===== src/rtl/mdec_pkg.sv =====
package mdec_pkg;

   localparam logic [5:0] OPC_RTYPE = 6'b000000;
   localparam logic [5:0] OPC_ADDI  = 6'b001000;
   localparam logic [5:0] OPC_LW    = 6'b100011;
   localparam logic [5:0] OPC_SW    = 6'b101011;
   localparam logic [5:0] OPC_BEQ   = 6'b000100;
   localparam logic [5:0] OPC_J     = 6'b000010;

   localparam logic [5:0] FN_ADD = 6'b100000;
   localparam logic [5:0] FN_SUB = 6'b100010;
   localparam logic [5:0] FN_AND = 6'b100100;
   localparam logic [5:0] FN_OR  = 6'b100101;
   localparam logic [5:0] FN_SLT = 6'b101010;

   typedef enum logic [1:0] {
      ALUCLS_ADD   = 2'b00,
      ALUCLS_SUB   = 2'b01,
      ALUCLS_FUNCT = 2'b10,
      ALUCLS_RSVD  = 2'b11
   } alu_cls_e;

   typedef enum logic [3:0] {
      ALU_AND = 4'b0000,
      ALU_OR  = 4'b0001,
      ALU_ADD = 4'b0010,
      ALU_SUB = 4'b0110,
      ALU_SLT = 4'b0111
   } alu_ctl_e;

   typedef struct packed {
      logic     reg_dst;
      logic     alu_src;
      logic     mem_to_reg;
      logic     reg_write;
      logic     mem_read;
      logic     mem_write;
      logic     branch;
      logic     jump;
      alu_cls_e alu_cls;
   } ctrl_t;

endpackage


===== src/rtl/mdec_fields.sv =====
module mdec_fields #(
   parameter int INSTR_W = 32,
   parameter int OPC_W   = 6,
   parameter int REG_AW  = 5,
   parameter int FN_W    = 6,
   parameter int IMM_W   = 16,
   parameter int JIDX_W  = 26
) (
   input  logic [INSTR_W-1:0] instr,
   output logic [OPC_W-1:0]   opcode,
   output logic [REG_AW-1:0]  rs,
   output logic [REG_AW-1:0]  rt,
   output logic [REG_AW-1:0]  rd,
   output logic [FN_W-1:0]    funct,
   output logic [IMM_W-1:0]   imm,
   output logic [JIDX_W-1:0]  jidx
);
   localparam int OPC_LSB = INSTR_W - OPC_W;
   localparam int RS_LSB  = OPC_LSB - REG_AW;
   localparam int RT_LSB  = RS_LSB - REG_AW;
   localparam int RD_LSB  = RT_LSB - REG_AW;

   if (OPC_LSB != JIDX_W) begin : g_bad_jidx
      $error("mdec_fields: opcode and jump index must tile the word");
   end
   if (RD_LSB < FN_W) begin : g_bad_rd
      $error("mdec_fields: rd overlaps funct");
   end

   assign opcode = instr[OPC_LSB +: OPC_W];
   assign rs     = instr[RS_LSB  +: REG_AW];
   assign rt     = instr[RT_LSB  +: REG_AW];
   assign rd     = instr[RD_LSB  +: REG_AW];
   assign funct  = instr[0 +: FN_W];
   assign imm    = instr[0 +: IMM_W];
   assign jidx   = instr[0 +: JIDX_W];
endmodule


===== src/rtl/mdec_main_ctrl.sv =====
module mdec_main_ctrl
   import mdec_pkg::*;
(
   input  logic [5:0] opcode,
   output ctrl_t      ctrl
);
   always_comb begin
      ctrl = '0;
      unique case (opcode)
         OPC_RTYPE: begin
            ctrl.reg_dst   = 1'b1;
            ctrl.reg_write = 1'b1;
            ctrl.alu_cls   = ALUCLS_FUNCT;
         end
         OPC_LW: begin
            ctrl.alu_src    = 1'b1;
            ctrl.mem_to_reg = 1'b1;
            ctrl.reg_write  = 1'b1;
            ctrl.mem_read   = 1'b1;
            ctrl.alu_cls    = ALUCLS_ADD;
         end
         OPC_SW: begin
            ctrl.alu_src   = 1'b1;
            ctrl.mem_write = 1'b1;
            ctrl.alu_cls   = ALUCLS_ADD;
         end
         OPC_BEQ: begin
            ctrl.branch  = 1'b1;
            ctrl.alu_cls = ALUCLS_SUB;
         end
         OPC_ADDI: begin
            ctrl.alu_src   = 1'b1;
            ctrl.reg_write = 1'b1;
            ctrl.alu_cls   = ALUCLS_ADD;
         end
         OPC_J: begin
            ctrl.jump = 1'b1;
         end
         default: ctrl = '0;
      endcase
   end
endmodule


===== src/rtl/mdec_alu_ctrl.sv =====
module mdec_alu_ctrl
   import mdec_pkg::*;
(
   input  alu_cls_e   alu_cls,
   input  logic [5:0] funct,
   output alu_ctl_e   alu_ctl
);
   alu_ctl_e fn_ctl;

   always_comb begin
      unique case (funct)
         FN_ADD:  fn_ctl = ALU_ADD;
         FN_SUB:  fn_ctl = ALU_SUB;
         FN_AND:  fn_ctl = ALU_AND;
         FN_OR:   fn_ctl = ALU_OR;
         FN_SLT:  fn_ctl = ALU_SLT;
         default: fn_ctl = ALU_AND;
      endcase
   end

   always_comb begin
      unique case (alu_cls)
         ALUCLS_ADD:   alu_ctl = ALU_ADD;
         ALUCLS_SUB:   alu_ctl = ALU_SUB;
         ALUCLS_FUNCT: alu_ctl = fn_ctl;
         default:      alu_ctl = ALU_AND;
      endcase
   end
endmodule


===== src/rtl/mdec_sext.sv =====
module mdec_sext #(
   parameter int IN_W   = 16,
   parameter int OUT_W  = 32,
   parameter bit SIGNED = 1'b1
) (
   input  logic [IN_W-1:0]  din,
   output logic [OUT_W-1:0] dout
);
   localparam int PAD_W = OUT_W - IN_W;

   if (PAD_W < 0) begin : g_bad_w
      $error("mdec_sext: output narrower than input");
   end else if (PAD_W == 0) begin : g_pass
      assign dout = din;
   end else if (SIGNED) begin : g_sign
      assign dout = {{PAD_W{din[IN_W-1]}}, din};
   end else begin : g_zero
      assign dout = {{PAD_W{1'b0}}, din};
   end
endmodule


===== src/rtl/mdec_targets.sv =====
module mdec_targets #(
   parameter int XLEN   = 32,
   parameter int JIDX_W = 26,
   parameter int ALIGN  = 2
) (
   input  logic [XLEN-1:0]   pc_plus4,
   input  logic [XLEN-1:0]   imm_ext,
   input  logic [JIDX_W-1:0] jidx,
   output logic [XLEN-1:0]   branch_tgt,
   output logic [XLEN-1:0]   jump_tgt
);
   localparam int REGION_W = XLEN - JIDX_W - ALIGN;

   if (REGION_W < 1) begin : g_bad_region
      $error("mdec_targets: no room for the PC region bits");
   end

   assign branch_tgt = pc_plus4 + (imm_ext << ALIGN);

   if (ALIGN == 0) begin : g_noalign
      assign jump_tgt = {pc_plus4[XLEN-1 -: REGION_W], jidx};
   end else begin : g_align
      assign jump_tgt = {pc_plus4[XLEN-1 -: REGION_W], jidx, {ALIGN{1'b0}}};
   end
endmodule


===== src/rtl/mdec_decode.sv =====
module mdec_decode #(
   parameter int XLEN   = 32,
   parameter int REG_AW = 5,
   parameter int IMM_W  = 16,
   parameter int ALIGN  = 2
) (
   input  logic [31:0] instr_i,
   input  logic [31:0] pc_plus4_i,
   output logic [5:0]  opcode_o,
   output logic [4:0]  rs_o,
   output logic [4:0]  rt_o,
   output logic [4:0]  rd_o,
   output logic [5:0]  funct_o,
   output logic [15:0] imm_o,
   output logic        reg_dst_o,
   output logic        alu_src_o,
   output logic        mem_to_reg_o,
   output logic        reg_write_o,
   output logic        mem_read_o,
   output logic        mem_write_o,
   output logic        branch_o,
   output logic        jump_o,
   output logic [1:0]  alu_op_o,
   output logic [3:0]  alu_ctl_o,
   output logic [4:0]  wr_reg_o,
   output logic [31:0] imm_ext_o,
   output logic [31:0] branch_tgt_o,
   output logic [31:0] jump_tgt_o
);
   import mdec_pkg::*;

   localparam int OPC_W  = 6;
   localparam int FN_W   = 6;
   localparam int JIDX_W = XLEN - OPC_W;

   if (XLEN != 32) begin : g_bad_xlen
      $error("mdec_decode: the encoding is defined for 32-bit words");
   end
   if (REG_AW != 5 || IMM_W != 16) begin : g_bad_fields
      $error("mdec_decode: field widths are fixed by the encoding");
   end

   logic [JIDX_W-1:0] jidx;
   ctrl_t             ctrl;
   alu_ctl_e          alu_ctl;

   mdec_fields #(
      .INSTR_W (XLEN), .OPC_W (OPC_W), .REG_AW (REG_AW),
      .FN_W (FN_W), .IMM_W (IMM_W), .JIDX_W (JIDX_W)
   ) u_fields (
      .instr (instr_i), .opcode (opcode_o), .rs (rs_o), .rt (rt_o),
      .rd (rd_o), .funct (funct_o), .imm (imm_o), .jidx (jidx)
   );

   mdec_main_ctrl u_main (
      .opcode (opcode_o),
      .ctrl   (ctrl)
   );

   mdec_alu_ctrl u_aluc (
      .alu_cls (ctrl.alu_cls),
      .funct   (funct_o),
      .alu_ctl (alu_ctl)
   );

   mdec_sext #(.IN_W (IMM_W), .OUT_W (XLEN), .SIGNED (1'b1)) u_sext (
      .din  (imm_o),
      .dout (imm_ext_o)
   );

   mdec_targets #(.XLEN (XLEN), .JIDX_W (JIDX_W), .ALIGN (ALIGN)) u_tgt (
      .pc_plus4   (pc_plus4_i),
      .imm_ext    (imm_ext_o),
      .jidx       (jidx),
      .branch_tgt (branch_tgt_o),
      .jump_tgt   (jump_tgt_o)
   );

   assign wr_reg_o     = ctrl.reg_dst ? rd_o : rt_o;
   assign reg_dst_o    = ctrl.reg_dst;
   assign alu_src_o    = ctrl.alu_src;
   assign mem_to_reg_o = ctrl.mem_to_reg;
   assign reg_write_o  = ctrl.reg_write;
   assign mem_read_o   = ctrl.mem_read;
   assign mem_write_o  = ctrl.mem_write;
   assign branch_o     = ctrl.branch;
   assign jump_o       = ctrl.jump;
   assign alu_op_o     = ctrl.alu_cls;
   assign alu_ctl_o    = alu_ctl;
endmodule


===== config.mk =====
export PLATFORM = sky130hd
export DESIGN_NAME = mdec_decode
export DESIGN_NICKNAME = d
export VERILOG_FILES = /design/src/rtl/mdec_pkg.sv /design/src/rtl/mdec_fields.sv /design/src/rtl/mdec_main_ctrl.sv /design/src/rtl/mdec_alu_ctrl.sv /design/src/rtl/mdec_sext.sv /design/src/rtl/mdec_targets.sv /design/src/rtl/mdec_decode.sv
export SDC_FILE = /design/constraint.sdc
export NUM_CORES = 1
export LEC_CHECK = 0
export ABC_CLOCK_PERIOD_IN_PS = 2500
export BUFFER_PORTS_ARGS = -buffer_cell sky130_fd_sc_hd__buf_2
export CAP_MARGIN = 20
export CORE_AREA = 2 2 87 89
export DETAILED_ROUTE_END_ITERATION = 7
export DIE_AREA = 0 0 89 91
export PLACE_DENSITY_LB_ADDON = 0.1
export RECOVER_POWER = 25
export REMOVE_ABC_BUFFERS = 1
export SLEW_MARGIN = 20
export SYNTH_ARGS = -nofsm -noshare
export SYNTH_HDL_FRONTEND = slang
export SYNTH_SLANG_ARGS = --single-unit
export TNS_END_PERCENT = 5

===== constraint.sdc =====
create_clock -name vclk -period 2.5
set_input_delay 0.25 -clock vclk [all_inputs]
set_output_delay 0.25 -clock vclk [all_outputs]
set_load 0.01 [all_outputs]

==> out/qor_table.md <==
| Stage | Quantity | Value |
|:---|:---|:---|
| layout | Total area of multi-input combinational cells | 0.00189 mm² |
| place | Detailed placement HPWL | 6560 µm |
| yosys | Netlist Area Pre-Place | 0.00266 mm² |
| yosys | Count of synthesis-stage warnings from yosys | 0 |
| yosys | Arithmetic-cell share of the synthesized area counting full adders, half adders and majority gates | 14.4% |
| layout | Sequential Area | 0 µm² |
| layout | Post-route design area | 0.00333 mm² |
| yosys | Post-synthesis mux area share | 2.11% |
| global route | Total overflow reported by the global router | 0 |
| timing | Min setup slack post-route | 0.0513 ns |
| floorplan | Die ar. | 0.00810 mm² |
| yosys | Post-Synthesis Mean Instance Area | 7.22 µm² |
| min path | Hold Path End | jump_tgt_o[27] |
| power | Relative contribution of sequential cells to total power | 0% |
| power | Fraction of power spent switching nets | 53.7% |
| floorplan | Row Count | 31 |
| setup path | Max FO, Critical Path | 3 |
| layout | Total of clock buffers placed in the layout | 0 |
| setup path | Crit path capture type | output pin |
| global route | Met3 track utilization from global routing | 2.18% |
| min path | Number of instances on the worst hold path | 0 |
| timing | Max Freq | 408 MHz |
| yosys | Area share of and/or/nand/nor cells after synthesis | 16.8% |
| cts | CTS hold repair buffers | 0 |
| timing | Number of setup violations in the final report | 0 |
| route | Final wirelength | 7570 µm |
| route | Final ANT Viol Nets | 0 |
| yosys | Combinational family with the most area after synthesis | buffers and inverters |
| layout | Layout filler cell count | 809 |
| floorplan | Effective utilization at floorplan | 37.3% |
| place | Final weighted congestion of routability-driven global placement | 0.815 |
| layout | Leading cell type in the layout, fill and taps excluded | buf_2 |
| place | Placed Instance Area | 0.00316 mm² |
| power | Overall power | 0.000937 W |
| setup path | Worst path cell trace | buf_6, ha_4, inv_2, fa_2, nor2b_2, o21bai_1, a21boi_2, nor2_2, o21ai_2, or3_4, and2_4, xor2_1, buf_2 |
| route | Drt initial violations | 62 |
| timing | Final critical path time including I/O delays and setup | 2.45 ns |
| global route | First-pass GRT wire length | 11500 µm |
| setup path | Stage delay of the slowest cell on the critical path | 0.41 ns |
| setup path | Startpoint Class | input port |
| layout | Share of layout cells above drive strength 1 | 53.1% |
| power | Static leakage | 1.74 nW |
| power | Portion of total power attributed to the clock network | 0% |
| route | Post-DR wirelength/cell | 13.0 µm |
| setup path | Kind of critical path | in2out |
| route | Number of remaining DRC errors | 0 |
| timing | Final Max Tran Viols | 0 |
| global route | Global-route track usage on met2 | 30.9% |
| min path | Hold/Removal Path Class | in2out |
| floorplan | Core region area | 0.00714 mm² |
| layout | Count of inserted antenna diode cells | 0 |
| timing | Number of failing hold endpoints at the final stage | 0 |
| route | Router iterations before antenna repair | 4 |
| setup path | Arrival @ worst endpoint | 2.20 ns |
| global route | Number of antenna violations at the first check in global routing | 0 |
| min path | Startpoint of the tightest hold check path | instr_i[25] |
| setup path | Required arrival time at the worst endpoint | 2.25 ns |
| layout | Most frequent cells in the layout | buf_2, buf_4, a21oi_1 |
| global route | Maximum number of pins on one net before global-route repair | 17 |
| route | Vias | 2730 |
| floorplan | Die width | 89 µm |
| place | Pre-CTS WS | -0.0892 ns |
| setup path | CP max stage cell | or3_4 |
| global route | Total global routing track utilization | 16.7% |
| layout | Number of nets in the finished design | 580 |
| yosys | Synth Area in XOR/XNOR | 9.53% |
| global route | Most utilized layer in the global route result | met2 |
| layout | Area growth, synth to finish | 24.8% |
| power | Combinational Power Share | 100.0% |
| layout | FFs & Latches | 0 |
| yosys | Share of the synthesized area in compound gates (AO/OA/AOI/OAI) | 21.4% |
| global route | Met1 demand-to-capacity share in global routing | 21.5% |
| route | Via density per instance | 4.68 |
| power | P_sw | 0.000503 W |
| power | Highest ir drop seen on vdd | 0.143 mV |
| flow run | Number of max-capacitance violations reported | 0 |
| floorplan | # IOs | 222 |
| run status | Status | complete, no violations |
| global route | Vias in the first global route | 2521 |
| timing | Setup repair after global routing missed its margin | yes |
| yosys | Post-Synthesis Cells | 369 |
| timing | Final Cycle Share | 97.9% |
| power | Int Pwr | 0.000434 W |
| yosys | Netlist cell types | 53 |
| place | Port Buf Inserts | 200 |
| power | Power density over the cells | 282 mW/mm² |
| yosys | Share of synthesized area occupied by flip-flops and latches | 0% |
| floorplan | Die height | 91 µm |
## routing by layer
layer | up-vias | wire (µm)
li1 | 1405 | -
met1 | 1208 | 3270
met4 | 0 | 0
met2 | 117 | 3690
met5 | - | 0
met3 | 0 | 606
## Yosys cell counts (3+ instances only)
| master | number | area share (%) |
|---|---|---|
| buf_4 | 112 | 32 |
| a21oi_1 | 30 | 5.6 |
| ha_1 | 29 | 14 |
| nand2_1 | 18 | 2.5 |
| xnor2_1 | 18 | 5.9 |
| a21o_1 | 14 | 3.9 |
| inv_1 | 12 | 1.7 |
| nor2_1 | 12 | 1.7 |
| xor2_1 | 11 | 3.6 |
| nand3_1 | 9 | 1.7 |
| o21ai_1 | 9 | 1.7 |
| a31oi_1 | 8 | 1.9 |
| o21ai_0 | 8 | 1.5 |
| clkbuf_1 | 7 | 0.99 |
| and2_1 | 6 | 1.4 |
| nand4_1 | 4 | 0.94 |
| o21bai_1 | 4 | 1.1 |
| buf_2 | 3 | 0.56 |
| mux2_1 | 3 | 1.3 |
| nor2b_1 | 3 | 0.70 |
| nor3_1 | 3 | 0.56 |
| nor4_1 | 3 | 0.70 |
| or3_1 | 3 | 0.70 |
## critical path, delay by kind of cell
kind	cells	cell delay (ns)
compound gates	3	0.36
xor+xnor	1	0.13
fa+ha+maj	2	0.37
buf+inv	3	0.30
simple gates	4	0.78
## logic make-up (layout without fill, tap and decap cells)
kind of cell	Yosys count	count (layout)
and+or+nand+nor	80	80
other	1	3
muxes	5	5
adders and majority gates	30	30
xor gates and xnor gates	29	29
AOI/OAI and AO/OA	88	88
buffers and inverters	136	249
## power groups by stage
stage / registers (W) / clock network [W] / logic, W
after CTS: 0 / 0 / 0.000910
after global placement: 0 / 0 / 0.000896
final: 0 / 0 / 0.000937
after detailed placement: 0 / 0 / 0.000894
after global routing: 0 / 0 / 0.00104
after floorplan: 0 / 0 / 0.000438
## worst max-delay path by stage
| stage | cells after the start | slack [ns] | from | to |
|---|---|---|---|---|
| 4_1_cts | 13 | -0.02 | instr_i[0] | branch_tgt_o[28] |
| 6_report | 13 | 0.05 | instr_i[0] | branch_tgt_o[22] |
| 2_1_floorplan | 11 | 0.25 | instr_i[0] | branch_tgt_o[30] |
| 5_1_grt | 13 | -0.11 | instr_i[0] | branch_tgt_o[26] |
| 3_5_place_dp | 13 | -0.09 | instr_i[0] | branch_tgt_o[18] |
| 3_3_place_gp | 13 | -0.06 | instr_i[0] | branch_tgt_o[28] |
## cell type report
cell class	instances	area share [%]
Inverter	12	1.35
Tap cell	99	3.72
Multi-Input combinational cell	235	56.8
Timing Repair Buffer	237	38.1
## repair_timing
| item | in CTS | in global routing |
|---|---|---|
| endpoints found under the setup margin | 10 | 16 |
| pin swaps | 1 | 15 |
| setup buffers | 1 | 0 |
| gates resized for setup | 6 | 29 |
## through the flow
stage | util (%) | TNS (ns) | hold WS [ns] | std cells
6_report | 46.6 | 0 | 0.500 | 583
5_1_grt | 46.6 | -0.733 | 0.500 | 583
4_1_cts | 44.9 | -0.0257 | 0.500 | 583
3_5_place_dp | 44.3 | -0.401 | 0.500 | 582
3_3_place_gp | 44.3 | -0.171 | 0.500 | 582
2_1_floorplan | - | 0 | 0.500 | 247
(Power assumes the default switching activity.)
